<file path="src/rtl/evt_irq_pkg.sv">
package evt_irq_pkg;
   localparam int unsigned REG_W      = 8;
   localparam int unsigned SRC_N      = 7;
   localparam int unsigned OP_BIT     = 7;
   localparam int unsigned SUM_BIT    = 3;
   localparam logic [1:0]  A_FLAGS    = 2'd0;
   localparam logic [1:0]  A_ENABLES  = 2'd1;
   localparam logic [1:0]  A_STATUS   = 2'd2;

   typedef enum logic [2:0] {
      SRC_FIFO_LO = 3'd0,
      SRC_FIFO_HI = 3'd1,
      SRC_IDLE    = 3'd2,
      SRC_RX      = 3'd3,
      SRC_TX      = 3'd4,
      SRC_TIMER   = 3'd5,
      SRC_CARD    = 3'd6
   } src_e;
endpackage

</file>
<file path="src/rtl/setclr_reg.sv">
module setclr_reg #(
   parameter int unsigned W = 7
) (
   input  logic         clk,
   input  logic         rst_n,
   input  logic         wr,
   input  logic         op_set,
   input  logic [W-1:0] mask,
   input  logic [W-1:0] hw_set,
   output logic [W-1:0] q
);
   logic [W-1:0] q_r;

   for (genvar b = 0; b < W; b++) begin : g_bit
      logic nxt;
      always_comb begin
         nxt = q_r[b];
         if (wr && mask[b]) nxt = op_set;
         if (hw_set[b])     nxt = 1'b1;   // hardware set has priority
      end
      always_ff @(posedge clk or negedge rst_n) begin
         if (!rst_n) q_r[b] <= 1'b0;
         else        q_r[b] <= nxt;
      end
   end

   assign q = q_r;
endmodule

</file>
<file path="src/rtl/irq_merge.sv">
module irq_merge #(
   parameter int unsigned N        = 7,
   parameter bit          ACT_HIGH = 1'b1
) (
   input  logic [N-1:0] flags,
   input  logic [N-1:0] enables,
   output logic         any,
   output logic         pin
);
   assign any = |(flags & enables);

   if (ACT_HIGH) begin : g_hi
      assign pin = any;
   end else begin : g_lo
      assign pin = ~any;
   end
endmodule

</file>
<file path="src/rtl/evt_irq_hub.sv">
module evt_irq_hub
   import evt_irq_pkg::*;
#(
   parameter int unsigned NUM_SRC      = SRC_N,
   parameter int unsigned DATA_W       = REG_W,
   parameter bit          IRQ_ACT_HIGH = 1'b1
) (
   input  logic              clk,
   input  logic              rst_n,
   input  logic [NUM_SRC-1:0] evt_i,
   input  logic              host_wr,
   input  logic [1:0]        host_addr,
   input  logic [DATA_W-1:0] host_wdata,
   output logic [DATA_W-1:0] host_rdata,
   output logic              irq_o,
   output logic              irq_sum_o
);
   localparam int unsigned PAD_W = DATA_W - NUM_SRC;

   if (DATA_W != NUM_SRC + 1) begin : g_bad_width
      $error("evt_irq_hub: DATA_W must be NUM_SRC + 1");
   end
   if (SUM_BIT >= DATA_W) begin : g_bad_sum
      $error("evt_irq_hub: summary bit outside data width");
   end

   logic [NUM_SRC-1:0] flag_q, en_q;
   logic               wr_flags, wr_en, op_set, sum;

   assign op_set   = host_wdata[DATA_W-1];
   assign wr_flags = host_wr && (host_addr == A_FLAGS);
   assign wr_en    = host_wr && (host_addr == A_ENABLES);

   setclr_reg #(.W(NUM_SRC)) u_flags (
      .clk(clk), .rst_n(rst_n), .wr(wr_flags), .op_set(op_set),
      .mask(host_wdata[NUM_SRC-1:0]), .hw_set(evt_i), .q(flag_q)
   );

   setclr_reg #(.W(NUM_SRC)) u_enables (
      .clk(clk), .rst_n(rst_n), .wr(wr_en), .op_set(op_set),
      .mask(host_wdata[NUM_SRC-1:0]), .hw_set('0), .q(en_q)
   );

   irq_merge #(.N(NUM_SRC), .ACT_HIGH(IRQ_ACT_HIGH)) u_merge (
      .flags(flag_q), .enables(en_q), .any(sum), .pin(irq_o)
   );

   assign irq_sum_o = sum;

   always_comb begin
      host_rdata = '0;
      unique case (host_addr)
         A_FLAGS:   host_rdata = {{PAD_W{1'b0}}, flag_q};
         A_ENABLES: host_rdata = {{PAD_W{1'b0}}, en_q};
         A_STATUS:  host_rdata[SUM_BIT] = sum;
         default:   host_rdata = '0;
      endcase
   end
endmodule

</file>
<file path="config.mk">
export PLATFORM = sky130hd
export DESIGN_NAME = evt_irq_hub
export DESIGN_NICKNAME = d
export VERILOG_FILES = /design/src/rtl/evt_irq_pkg.sv /design/src/rtl/setclr_reg.sv /design/src/rtl/irq_merge.sv /design/src/rtl/evt_irq_hub.sv
export SDC_FILE = /design/constraint.sdc
export NUM_CORES = 1
export LEC_CHECK = 0
export BUFFER_PORTS_ARGS = -buffer_cell sky130_fd_sc_hd__buf_2
export CELL_PAD_IN_SITES_DETAIL_PLACEMENT = 0
export CELL_PAD_IN_SITES_GLOBAL_PLACEMENT = 1
export CORE_ASPECT_RATIO = 1.2
export CORE_MARGIN = 3
export CORE_UTILIZATION = 36
export DETAILED_ROUTE_END_ITERATION = 7
export PLACE_DENSITY_LB_ADDON = 0.05
export SYNTH_ARGS = -nofsm -noshare
export SYNTH_HDL_FRONTEND = slang
export SYNTH_SLANG_ARGS = --single-unit
</file>
<file path="constraint.sdc">
create_clock -name clk -period 1.5 [get_ports clk]
set_input_delay 0.3 -clock clk [delete_from_list [all_inputs] [get_ports clk]]
set_output_delay 0.3 -clock clk [all_outputs]
set_load 0.02 [all_outputs]
</file>
==> results.md <==
* Status: finished with violations
* Failing checks: negative setup slack
* Die H at 57.9 µm
* F_max at 536 MHz
* Htree depth at 1
* Distinct cell type count after synthesis at 23
* CP delay by family, top: compound AO/OA/AOI/OAI gates
* FF+latch area at 350 µm²
* Initial antenna violation count at 0
* Antenna cells at 0
* DIE WIDTH at 49.3 µm
* CP cell instances: a222oi_1 -> buf_4 -> nand4_1 -> o311a_4 -> buf_6
* Post-synth top area share at 0.433
* Deepest clock path buffer count at 2
* Total grt overflow at 0
* CP Data Arrival Time at 1.57 ns
* Fin Clk Skew at 0 ns
* Min-delay src: evt_i[5]
* First-pass GRT wire length at 3.08 mm
* Crit start category: register
* Site row count at 18
* Most frequent cells in the layout: 24 x buf_2, 14 x dfrtp_1, 8 x buf_4
* Fin worst setup slack at -0.366 ns
* Leak at 0.485 nW
* Crit path max fanout at 3
* RSZ-0062 raised after global routing: yes
* Clk_lat worst skew at 0.27 ns
* Max-slew violations at 0
* CTS Buf Count at 3
* Multi-input gate area at 415 µm²
* CP peak stage delay at 0.40 ns
* Post-route ant nets at 0
* I/O pin count at 30
* Worst setup EP type: output pin
* Layout cells sized above 1 at 0.519
* Buffers on Ports at 28
* Worst Path Required at 1.20 ns
* CORE AREA at 0.00209 mm²
* Worst Reg-to-Reg Cells at 2
* Critical path's slowest cell: dfrtp_1
* Hold Path Stages at 2
* Nets at 128
* Seq cells post-synth at 14
* Sink of the worst hold path: u_flags.q[5]$_DFFE_PN0P_
* Syn Std Cell Area at 808 µm²
* Syn. warnings at 0
* Total stage count of the critical path at 5
* Mapped Cells at 72
* CTS tree: done
* Fill count at 217
* Initial Util at 0.386
* Area leader, netlist: dfrtp_1
* Sink Count at 14
* Max cap viols at 0
* Kind of critical path: register to output pin
* Synthesis-to-layout area growth at 34.2%
* Worst reg2reg setup slack at 0.51 ns
* Syn Nets at 92
* Max VDD drop at 0.553 mV
* Routed len/inst at 14.1 µm
* Most common cell after layout, fill and taps aside: buf_2
* Root Buffer Master: clkbuf_4
* DP Wirelength at 1.41 mm
* Reg clk slew, reported paths at 0.08 ns
* Syn Area/Cell at 11.2 µm²
* Pwr dens at 909 mW/mm²
* Sequential area share after synthesis at 0.433
* DRC viols at 0
* Largest net degree at the start of global routing at 15
* Final setup violation count at 3
* Crit path time final at 1.87 ns
* Util after Layout at 0.518
* Final period util at 1.24
* Top post-synthesis cells by area: dfrtp_1 43%, mux2_2 9.8%, mux2i_1 7.4%
* Vias post-DR at 683
* Worst Path Buf+Inv at 2
* Hold WS at 0.212 ns
* Final Hold Vio Count at 0
* Routability Congestion at 0.725
* Routed vias/inst at 5.02
* Vias in the first global route at 688
* Pre-Repair DR Iteration Count at 4
* Reg2reg start: u_flags.q[1]$_DFFE_PN0P_
* Gr usage total at 0.143
* Hold Crit Class: input pin to register
* Initial detailed-routing violation count at 6
* FF-to-FF End: u_flags.q[1]$_DFFE_PN0P_
* Die ar. at 0.00285 mm²
* WL final at 1.91 mm
-- cell type report --
| cell class | instances | share of cell area |
|---|---|---|
| tap | 30 | 0.0346 |
| sequential | 14 | 0.323 |
| timing repair buffer | 38 | 0.235 |
| inverter | 1 | 0.00346 |
| multi-input combinational | 50 | 0.383 |
| clock buffer | 3 | 0.0208 |
-- metal layers --
layer / vias up / routed length (µm) / GRT usage
li1: 335 / - / -
met1: 325 / 804 / 0.170
met2: 19 / 981 / 0.247
met3: 4 / 102 / 0.0231
met4: 0 / 24 / 0.0732
met5: - / 0 / 0
-- Yosys cell counts --
cell type and count:
a311o_1 3, buf_2 1, a222oi_1 1, a21boi_0 4, dfrtp_1 14, and3b_2 1
mux2_2 7, conb_1 1, buf_6 2, a21boi_1 3, mux2i_1 6, nor3b_4 1
nand3_1 1, o311a_2 1, buf_4 3, nor2_1 6, a22oi_1 2, clkbuf_1 1
nand2_1 7, a311o_2 4, o21ai_0 1, inv_1 1, nand4_1 1
-- registers in the layout, summed over array words and instances, names as in the netlist --
register,flops
u_enables.q,7
u_flags.q,7
-- report_power, final --
part           total [mW]  internal [mW]  leakage, nW  switching (mW)
sequential          0.460          0.425        0.148          0.0347
combinational       0.322          0.175        0.324           0.147
clock               0.204         0.0929       0.0138           0.111
-- repair_timing --
action                                  CTS  global route
hold endpoints to repair                 14             0
endpoints found under the setup margin    3             5
setup buffers                             0             2
hold buffers                              1             0
pin swaps                                 0             3
gates resized for setup                   4             5
-- per-stage QoR --
step	instance area (µm²)	TNS [ns]	power [mW]	instances	setup slack (ns)
floorplan	817	0	0.634	72	0.0112
global route	1080	-1.27	1.05	136	-0.454
global placement	1010	-0.0260	0.749	131	-0.0260
detailed placement	1010	-0.0831	0.759	131	-0.0550
finish	1080	-0.994	0.986	136	-0.366
CTS	1050	-1.03	0.976	135	-0.367
-- cell families (layout without fill, tap and decap cells) --
family,after synthesis,after routing,share of synthesized area
flip-flops,14,14,0.433
AO/OA/AOI/OAI,19,19,0.209
buffers and inverters,8,42,0.0712
other,1,1,0.00464
multiplexers,13,13,0.172
AND/OR/NAND/NOR,17,17,0.110
-- how the worst max path moves through the flow --
stage,start,to,slack [ns]
final,u_flags.q[0]$_DFFE_PN0P_,host_rdata[3],-0.37
after CTS,u_enables.q[0]$_DFFE_PN0P_,host_rdata[3],-0.37
after floorplan,u_enables.q[0]$_DFFE_PN0P_,irq_sum_o,0.01
after detailed placement,u_enables.q[0]$_DFFE_PN0P_,host_rdata[3],-0.05
after global routing,u_flags.q[0]$_DFFE_PN0P_,host_rdata[3],-0.45
after global placement,u_flags.q[0]$_DFFE_PN0P_,host_rdata[3],-0.03
(Power assumes the default switching activity.)
